`src/rtl/ser_pkg.sv`:
```
`timescale 1ns/1ps
package ser_pkg;
  // Strobes from the control decode to the shift datapath
  typedef struct packed {
    logic load;      // capture parallel inputs
    logic shiftOne;  // single-rate shift by one place
    logic shiftTwo;  // double-rate shift by two places
  } ser_strobe_t;
endpackage

```
`src/rtl/ser_ctrl.sv`:
```
`timescale 1ns/1ps
module ser_ctrl
  import ser_pkg::*;
#(
  parameter int WIDTH_BITS  = 4,
  parameter int UNIT_INPUTS = 6,
  parameter int CHAIN_W     = 2,
  parameter int SDR_MIN     = 2,
  parameter int DDR_MIN     = 4
) (
  input  logic                  loadStb,
  input  logic                  ddrMode,
  input  logic [WIDTH_BITS-1:0] width,
  output ser_strobe_t           strb,
  output logic                  cfgErr
);
  localparam int SLAVE_USED = UNIT_INPUTS - CHAIN_W;
  localparam int SDR_MAX    = UNIT_INPUTS + CHAIN_W;
  localparam int DDR_MAX    = UNIT_INPUTS + SLAVE_USED;

  logic sdrOk;
  logic ddrOk;

  always_comb begin
    sdrOk  = (width >= WIDTH_BITS'(SDR_MIN)) && (width <= WIDTH_BITS'(SDR_MAX));
    ddrOk  = !width[0] && (width >= WIDTH_BITS'(DDR_MIN)) && (width <= WIDTH_BITS'(DDR_MAX));
    cfgErr = ddrMode ? !ddrOk : !sdrOk;
    strb.load     = loadStb && !cfgErr;
    strb.shiftOne = !loadStb && !ddrMode && !cfgErr;
    strb.shiftTwo = !loadStb && ddrMode && !cfgErr;
  end
endmodule

```
`src/rtl/ser_shift.sv`:
```
`timescale 1ns/1ps
module ser_shift
  import ser_pkg::*;
#(
  parameter int UNIT_INPUTS = 6,
  parameter int CHAIN_W     = 2
) (
  input  logic                   clk,
  input  logic                   rst,
  input  ser_strobe_t            strb,
  input  logic                   isSlave,
  input  logic [UNIT_INPUTS-1:0] dataIn,
  input  logic [CHAIN_W-1:0]     shiftIn,
  output logic [CHAIN_W-1:0]     headBits,
  output logic [CHAIN_W-1:0]     shiftOut
);
  logic [UNIT_INPUTS-1:0] shReg;
  logic [UNIT_INPUTS-1:0] loadVal;

  // Slave drops its lowest CHAIN_W inputs; those places never reach the chain
  for (genvar i = 0; i < UNIT_INPUTS; i++) begin : g_load
    if (i < CHAIN_W) begin : g_mask
      assign loadVal[i] = dataIn[i] & ~isSlave;
    end else begin : g_pass
      assign loadVal[i] = dataIn[i];
    end
  end

  always_ff @(posedge clk) begin
    if (rst) begin
      shReg <= '0;
    end else if (strb.load) begin
      shReg <= loadVal;
    end else if (strb.shiftOne) begin
      shReg <= {shiftIn[0], shReg[UNIT_INPUTS-1:1]};
    end else if (strb.shiftTwo) begin
      shReg <= {shiftIn[1], shiftIn[0], shReg[UNIT_INPUTS-1:2]};
    end
  end

  assign headBits = shReg[CHAIN_W-1:0];
  assign shiftOut = shReg[2*CHAIN_W-1:CHAIN_W];


  strobe_onehot_chk: assert property (@(posedge clk) disable iff (rst)
    $onehot0({strb.load, strb.shiftOne, strb.shiftTwo}));


  reset_clear_chk: assert property (@(posedge clk) disable iff (rst)
    $fell(rst) |-> (shReg == '0));


  load_upper_chk: assert property (@(posedge clk) disable iff (rst)
    strb.load |=> (shReg[UNIT_INPUTS-1:CHAIN_W] == $past(dataIn[UNIT_INPUTS-1:CHAIN_W])));


  slave_low_chk: assert property (@(posedge clk) disable iff (rst)
    (strb.load && isSlave) |=> (shReg[CHAIN_W-1:0] == '0));


  shift_one_chk: assert property (@(posedge clk) disable iff (rst)
    strb.shiftOne |=> (shReg[UNIT_INPUTS-2:0] == $past(shReg[UNIT_INPUTS-1:1])));


  shift_two_chk: assert property (@(posedge clk) disable iff (rst)
    strb.shiftTwo |=> (shReg[UNIT_INPUTS-3:0] == $past(shReg[UNIT_INPUTS-1:2])));
endmodule

```
`src/rtl/ser_unit.sv`:
```
`timescale 1ns/1ps
module ser_unit
  import ser_pkg::*;
#(
  parameter int WIDTH_BITS  = 4,
  parameter int UNIT_INPUTS = 6,
  parameter int CHAIN_W     = 2
) (
  input  logic                   clk,
  input  logic                   rst,
  input  logic                   loadStb,
  input  logic                   isSlave,
  input  logic                   ddrMode,
  input  logic [WIDTH_BITS-1:0]  width,
  input  logic [UNIT_INPUTS-1:0] dataIn,
  input  logic [CHAIN_W-1:0]     shiftIn,
  output logic [CHAIN_W-1:0]     shiftOut,
  output logic [CHAIN_W-1:0]     serOut,
  output logic                   cfgErr
);
  ser_strobe_t        strb;
  logic [CHAIN_W-1:0] headBits;

  ser_ctrl #(
    .WIDTH_BITS (WIDTH_BITS),
    .UNIT_INPUTS(UNIT_INPUTS),
    .CHAIN_W    (CHAIN_W),
    .SDR_MIN    (2),
    .DDR_MIN    (4)
  ) u_ctrl (
    .loadStb(loadStb),
    .ddrMode(ddrMode),
    .width  (width),
    .strb   (strb),
    .cfgErr (cfgErr)
  );

  ser_shift #(
    .UNIT_INPUTS(UNIT_INPUTS),
    .CHAIN_W    (CHAIN_W)
  ) u_shift (
    .clk     (clk),
    .rst     (rst),
    .strb    (strb),
    .isSlave (isSlave),
    .dataIn  (dataIn),
    .shiftIn (shiftIn),
    .headBits(headBits),
    .shiftOut(shiftOut)
  );

  // Only a healthy master drives the line; single-rate uses the earlier lane
  always_comb begin
    if (cfgErr || isSlave) serOut = '0;
    else if (ddrMode)      serOut = headBits;
    else                   serOut = {{(CHAIN_W-1){1'b0}}, headBits[0]};
  end
endmodule

```
`config.mk`:
```
export PLATFORM = sky130hd
export DESIGN_NAME = ser_unit
export DESIGN_NICKNAME = d
export VERILOG_FILES = /design/src/rtl/ser_pkg.sv /design/src/rtl/ser_ctrl.sv /design/src/rtl/ser_shift.sv /design/src/rtl/ser_unit.sv
export SDC_FILE = /design/constraint.sdc
export NUM_CORES = 1
export LEC_CHECK = 0
export BUFFER_PORTS_ARGS = -buffer_cell sky130_fd_sc_hd__clkbuf_2
export CAP_MARGIN = 0
export CORE_AREA = 10 10 47 49
export DETAILED_ROUTE_END_ITERATION = 7
export DIE_AREA = 0 0 57 59
export PLACE_DENSITY_LB_ADDON = 0.2
export SETUP_SLACK_MARGIN = 0.3
export SYNTH_ARGS = -nofsm -noshare
export SYNTH_HDL_FRONTEND = slang
export SYNTH_HIERARCHICAL = 1
export SYNTH_SLANG_ARGS = --single-unit
```
`constraint.sdc`:
```
create_clock -name clk -period 1.6 [get_ports clk]
set_clock_uncertainty 0.1 [all_clocks]
set_input_delay 0 -clock clk [delete_from_list [all_inputs] [get_ports clk]]
set_output_delay 0 -clock clk [all_outputs]
set_load 0.01 [all_outputs]
```
Word level (Yosys, flattened, before mapping)
Index checks and enable logic that the tools add are counted.
Widths: inputs -> output; s select.
{"block": "word_totals", "ff_bits": 6, "in_bits": 17, "elab_cells": 30}
{"block": "classes", "magnitude_cmp": 4, "muxes": 6, "n_bitwise": 3, "reduce_logical": 16}
{"cell": "$mux 6", "count": 3}
{"cell": "$le 4x4->1 const B", "count": 2}
{"cell": "$logic_and 1x1->1", "count": 8}
{"cell": "$logic_not 1->1", "count": 6}
{"cell": "$ge 4x2->1 const B", "count": 1}
{"cell": "$ge 4x3->1 const B", "count": 1}
{"cell": "$mux 2", "count": 2}
{"cell": "$reduce_bool 3->1", "count": 1}
{"cell": "$and 1x1->1", "count": 2}
{"cell": "$logic_or 1x1->1", "count": 1}
{"cell": "$mux 1", "count": 1}
{"cell": "$not 1->1", "count": 1}

Depth between registers and ports, before layout
Gate-level depths: netlist of run 1.
{"block": "depth", "word_depth": 10, "ltp_mapped": 8}

By module
The synthesis of run 1 kept the hierarchy.
{"mod": "ser_shift", "instances": 1, "cells_per_inst": 46, "area_each_um2": 397.9, "seq_area_each_um2": 120.1}
{"mod": "ser_ctrl", "instances": 1, "cells_per_inst": 12, "area_each_um2": 90.1, "seq_area_each_um2": 0.0}
{"mod": "ser_unit", "instances": 1, "cells_per_inst": 2, "area_each_um2": 20.0, "seq_area_each_um2": 0.0}

Worst setup path after synthesis of run 1
Ideal clock, no wire load.
{"block": "synth_path", "path_kind": "input-to-reg", "startpoint": "input port width[0]", "endpoint": "register u_shift.shReg[5]", "setup_time_ns": 0.122, "arrival_time_ns": 1.375, "t_required_ns": 1.378, "setup_slack_ns": 0.003, "path_stages": 7, "n_path_buf": 1, "path_cell_list": "or3b_1 > o22a_1 > nor3_2 > buf_6 > mux2_2 > o211ai_1 > a21oi_1"}
{"element": "start, declared", "line": "ser_unit.sv:14", "text": "input logic [WIDTH_BITS-1:0] width,"}
{"element": "end signal, assigned", "line": "ser_shift.sv:33", "text": "shReg <= loadVal;"}
{"element": "end signal, assigned", "line": "ser_shift.sv:35", "text": "shReg <= {shiftIn[0], shReg[UNIT_INPUTS-1:1]};"}
{"element": "end signal, assigned", "line": "ser_shift.sv:37", "text": "shReg <= {shiftIn[1], shiftIn[0], shReg[UNIT_INPUTS-1:2]};"}
{"element": "end, declared", "line": "ser_shift.sv:17", "text": "logic [UNIT_INPUTS-1:0] shReg;"}

==> flow_summary.toml, run 1 <==
[setup_path]
arrival_ns = 1.55
cp-end-kind = "flip-flop"
crit_path_start_kind = "input port"
cp.required_ns = 1.63
critical_path_class = "input port to flip-flop"
worst-path-max-fanout = 7

[die]
die_area_mm2 = 0.00336
dieWidth_um = 57
io_pins = 22
initial_core_util = 0.362
coreArea_mm2 = 0.00140
die_y_um = 59
std_cell_rows = 14

[outcome]
run_status = "finished clean"

[finish]
antennaDiodeCount = 0
stdcell_area_um2 = 785
syn_to_final_growth_pct = 54.4
drive_above_1_share = 0.543
final_common_cell = "clkbuf_2"
postLayoutCoreUtil = 0.560
final_cell_mix = "clkbuf_2 (18), buf_4 (12), nand2_1 (6), dfxtp_1 (6), nand2b_1 (5)"
regMostFlops = "u_shift/shReg"
reg.largest.list = "u_shift/shReg (6)"
final_nets = 113
largest_register_ffs = 6

[synth]
yosysWarnings = 6
synth.net_count = 77
synth_cells = 60
ys_types = 25
syn_avg_cell_area_um2 = 8.47
ys_seq_area_frac = 0.236
yosys_register_bits = 6
netlist_area_um2 = 508

[timing]
slew_violations = 0
worstMarginPinSlew_ns = 0.415
hold_viol_final = 0
setup_tns_ns = 0
max_freq_mhz = 658
period_share = 0.950
rsz0062_at_grt = "yes"
setup_viol = 0
period_minus_slack_ns = 1.52
relSlewSlack = 0.720

[detailed_routing]
drtIter0Drc = 4
drt-vias-per-instance = 4.89
wire_per_inst_um = 12.8
postRouteWirelength_mm = 1.41
num_vias = 538
drtAntennaViolNets = 0
first_pass_iters = 4
drcViolationCount = 0

[placed_design]
hpwl_mm = 1.06
io_buffers = 21
globalplace.congestion = 0.726
placed_area_um2 = 643

[clocking]
cts_tree = "built"
ctsHtreeMaxLevel = 1
numClockSinks = 6
clock_tree.buffer_depth = 2
clkTransAtPathRegs_ns = 0.04
numCtsBuffers = 3
clock_latency_ns = 0.24
root_buffer = "clkbuf_4"

[global_routing]
grt_pass1_wl_mm = 2.30
grt_max_degree = 9
gr-total-overflow = 0
grt_util_all_layers = 0.0832
grt_pass1_vias = 514
antenna_found_initial = 0

[power_and_ir_drop]
powerDensity_mw_per_mm2 = 597
total_power_uw = 469
irDropWorstVdd_v = 0.000411
leakage_nw = 0.343

[hold_path]
hold_path.class = "input port to flip-flop"

[job]
drv_cap = 0
==> worst max-delay path, cell delays in order <==
cell and delay, ns:
buf_6 0.09, or3b_1 0.38, o22a_1 0.21, nor3_2 0.10, buf_4 0.18, mux2_2 0.34
o211ai_1 0.16, a21oi_1 0.08
==> synth_stat cells <==
| cell | n | share of area |
|---|---|---|
| dfxtp_1 | 6 | 0.24 |
| a21bo_2 | 1 | 0.020 |
| a21oi_1 | 5 | 0.049 |
| o21a_1 | 1 | 0.015 |
| buf_6 | 2 | 0.044 |
| nand2b_1 | 5 | 0.062 |
| buf_2 | 1 | 0.0098 |
| buf_4 | 4 | 0.059 |
| nand2_1 | 6 | 0.044 |
| nor3b_1 | 1 | 0.015 |
| and2b_2 | 1 | 0.017 |
| o211ai_1 | 4 | 0.059 |
| nor3_1 | 1 | 0.0098 |
| nor4b_1 | 1 | 0.017 |
| nor3_2 | 1 | 0.020 |
| or3_1 | 1 | 0.012 |
| o22a_1 | 1 | 0.017 |
| inv_1 | 1 | 0.0074 |
| and4bb_2 | 1 | 0.025 |
| xnor2_1 | 1 | 0.017 |
| nor2_1 | 4 | 0.030 |
| or3b_1 | 1 | 0.017 |
| nand3b_1 | 2 | 0.030 |
| mux2_2 | 6 | 0.13 |
| a311oi_1 | 2 | 0.034 |
==> final timing paths <==
kind	cells after the start	end	slack, ns	startpoint
max	8	u_shift/shReg[4]$_SDFFE_PP0P_	0.08	width[0]
min reg2reg	2	u_shift/shReg[4]$_SDFFE_PP0P_	0.37	u_shift/shReg[4]$_SDFFE_PP0P_
max reg2reg	3	u_shift/shReg[2]$_SDFFE_PP0P_	0.54	u_shift/shReg[3]$_SDFFE_PP0P_
min	4	u_shift/shReg[3]$_SDFFE_PP0P_	0.04	dataIn[3]
==> layer usage <==
| layer | global-route usage | up-vias | wire length, um | share of wire |
|---|---|---|---|---|
| met5 | 0 | - | 0 | 0 |
| met4 | 0.0101 | 0 | 0 | 0 |
| met3 | 0.0622 | 0 | 135 | 0.096 |
| met2 | 0.133 | 16 | 652 | 0.46 |
| met1 | 0.0886 | 237 | 617 | 0.44 |
| li1 | - | 285 | - | - |
==> power by group <==
part           switching [mW]  internal [mW]
logic                  0.0661         0.0936
clock network          0.0529         0.0847
registers             0.00890          0.162
==> cells by family (layout without fill, tap and decap cells) <==
logic type      Yosys count  after routing  synth area share
compound gates           14             14             0.195
xor+xnor                  1              1            0.0172
simple gates             25             25             0.298
flops                     6              6             0.236
buf+inv                   8             42             0.121
mux                       6              6             0.133
==> repair_timing <==
item	4_1_cts	5_1_grt
pin swaps	4	3
hold buffers	4	0
endpoints found under the setup margin	6	8
hold endpoints to repair	6	0
setup buffers	3	1
resized for setup	2	11
==> stage by stage <==
stage	hold WS, ns	setup slack [ns]	std cells
floorplan	-0.0497	0.00284	60
global placement	0.162	-0.160	99
detailed placement	0.165	-0.172	99
CTS	0.0324	0.0645	109
global route	0.0629	-0.0265	110
finish	0.0416	0.0804	110
==> area by class of cell <==
class | instances | area [um2]
repair buffers | 38 | 259
flip-flops and latches | 6 | 120
well taps | 16 | 20.0
inverters | 1 | 3.75
fillers | 143 | 617
multi-input cells | 46 | 359
clock buffers | 3 | 22.5
Power figures use the tool's default switching activity.
==> inputs of run 2 (changes only) <==
--- a/config.mk
+++ b/config.mk
@@ -11,6 +11,7 @@
 export DETAILED_ROUTE_END_ITERATION = 7
 export DIE_AREA = 0 0 57 59
 export PLACE_DENSITY_LB_ADDON = 0.2
+export RECOVER_POWER = 100
 export SETUP_SLACK_MARGIN = 0.3
 export SYNTH_ARGS = -nofsm -noshare
 export SYNTH_HDL_FRONTEND = slang
==> constraint.sdc (replaced) <==
create_clock -name clk -period 1.3 [get_ports clk]
set_clock_uncertainty 0.1 [all_clocks]
set_input_delay 0 -clock clk [delete_from_list [all_inputs] [get_ports clk]]
set_output_delay 0 -clock clk [all_outputs]
set_load 0.01 [all_outputs]
==> flow_summary.toml, run 2 (same netlist as run 1, synthesis figures left out) <==
[die]
io_pins = 22
std_cell_rows = 14
dieWidth_um = 57
coreArea_mm2 = 0.00140
die_y_um = 59
initial_core_util = 0.362
die_area_mm2 = 0.00336

[timing]
setup_viol = 8
hold_viol_final = 0
rsz0062_at_grt = "yes"
max_freq_mhz = 662
slew_violations = 0
worstMarginPinSlew_ns = 0.388
holdWs_ns = 0.00871
period_share = 1.16
period_minus_slack_ns = 1.51
relSlewSlack = 0.738
fin_ws_ns = -0.211
setup_tns_ns = -1.19

[clocking]
ctsHtreeMaxLevel = 1
root_buffer = "clkbuf_4"
clock_tree.buffer_depth = 2
clock_latency_ns = 0.24
clkTransAtPathRegs_ns = 0.05
cts_tree = "built"
numClockSinks = 6
numCtsBuffers = 3

[power_and_ir_drop]
p_switching_uw = 161
powerDensity_mw_per_mm2 = 746
total_power_uw = 584
seqPwrFrac = 0.360
leakage_nw = 0.340
p_int_uw = 423
irDropWorstVdd_v = 0.000327
combPwrFrac = 0.341
power_frac_clock = 0.299
switching_share = 0.276

[placed_design]
globalplace.congestion = 0.746
io_buffers = 21
hpwl_mm = 1.06

[finish]
reg.largest.list = "u_shift/shReg (6)"
regMostFlops = "u_shift/shReg"
drive_above_1_share = 0.505
largest_register_ffs = 6
syn_to_final_growth_pct = 54.2
postLayoutCoreUtil = 0.559
nFillCells = 144
final_cell_mix = "clkbuf_2 (14), buf_4 (14), nand2_1 (6), dfxtp_1 (6)"
final_nets = 114
antennaDiodeCount = 0

[setup_path]
r2r_start = "u_shift/shReg[3]$_SDFFE_PP0P_"
worstRegToRegCells = 3
reg2reg_to = "u_shift/shReg[2]$_SDFFE_PP0P_"
cp.required_ns = 1.33
worst-r2r-setup-slack_ns = 0.25
arrival_ns = 1.54
critical_path_class = "input port to flip-flop"
crit_path_start_kind = "input port"
crit_buf_inv = 3
worst-path-max-fanout = 7
cpMostUsedCell = "buf_4"
cp-end-kind = "flip-flop"
max_stage_delay_ns = 0.38
crit_path_cell_trace = "buf_6 -> or3b_1 -> o22a_1 -> nor3_2 -> buf_4 -> buf_4 -> mux2_2 -> nand2_1 -> a311oi_1"
cp.depth = 9
crit_slowest_cell = "or3b_1"
cpLargestDelayFamily = "simple AND/OR/NAND/NOR gates"

[hold_path]
worstHoldPathCells = 3
holdPathEnd = "u_shift/shReg[1]$_SDFFE_PP0P_"
hp-start = "isSlave"
hold_path.class = "input port to flip-flop"

[detailed_routing]
postRouteWirelength_mm = 1.36
drtAntennaViolNets = 0
drtIter0Drc = 3
num_vias = 539
drcViolationCount = 0
first_pass_iters = 4
wire_per_inst_um = 12.3
drt-vias-per-instance = 4.86

[global_routing]
grt_pass1_vias = 607
grt_max_degree = 13
antenna_found_initial = 0
grt_pass1_wl_mm = 2.32
gr-total-overflow = 0
grt_util_all_layers = 0.0804

[outcome]
violations = "setup timing"
run_status = "complete, but fails checks"

[job]
drv_cap = 0
run 2: cell count changes in the layout (fill, tap and decap cells not counted):
cell / change
a21oi_1: +1
or3_4: -1
buf_4: +2
mux2_4: -1
clkbuf_1: +3
clkbuf_2: -4
dlygate4sd3_1: -1
mux2_2: +1
buf_8: +1
a21oi_2: -1
or3_1: +1
run 2: worst register-to-register path: stages, from the launching register on:
cell and delay (ns):
dfxtp_1 0.33, mux2_4 0.26, o211ai_1 0.16, a21oi_1 0.08
run 2: final cells by class:
class / instances / area, um2 / share of cell area
clock buffer: 3 / 22.5 / 0.0288
tap: 16 / 20.0 / 0.0256
multi-input combinational: 46 / 347 / 0.442
timing repair buffer: 39 / 270 / 0.345
inverter: 1 / 3.75 / 0.00479
sequential: 6 / 120 / 0.153
run 2: worst max path at each step:
stage                        start                             to
after detailed placement  width[2]  u_shift/shReg[4]$_SDFFE_PP0P_
final                     width[0]  u_shift/shReg[1]$_SDFFE_PP0P_
after global placement    width[2]  u_shift/shReg[3]$_SDFFE_PP0P_
after floorplan           width[0]  u_shift/shReg[5]$_SDFFE_PP0P_
after global routing      width[0]  u_shift/shReg[3]$_SDFFE_PP0P_
after CTS                 width[2]  u_shift/shReg[4]$_SDFFE_PP0P_
run 2: per-stage QoR:
stage | cells | area [um2] | worst slack [ns]
final | 111 | 783 | -0.211
after global routing | 111 | 783 | -0.310
after CTS | 110 | 759 | -0.195
after detailed placement | 103 | 681 | -0.457
after global placement | 103 | 681 | -0.445
after floorplan | 60 | 515 | -0.297
run 2: metal layers:
layer | vias up | routed length (um) | track usage
met4 | 0 | 17 | 0.0470
met1 | 239 | 557 | 0.0821
met2 | 16 | 720 | 0.150
met5 | - | 0 | 0
li1 | 282 | - | -
met3 | 2 | 66 | 0.0129
run 2: what timing repair did:
| action | in CTS | in global routing |
|---|---|---|
| endpoints found under the setup margin | 9 | 9 |
| hold buffers | 3 | 0 |
| pin swaps | 0 | 2 |
| gates resized for setup | 4 | 8 |
| setup buffers | 1 | 1 |
| hold endpoints to repair | 6 | 0 |
run 2: power groups by stage:
stage	registers [mW]	logic, mW	clock network, mW
after floorplan	0.210	0.111	0
after global placement	0.214	0.173	0
after detailed placement	0.214	0.176	0
after CTS	0.211	0.193	0.182
after global routing	0.212	0.220	0.189
final	0.210	0.199	0.175
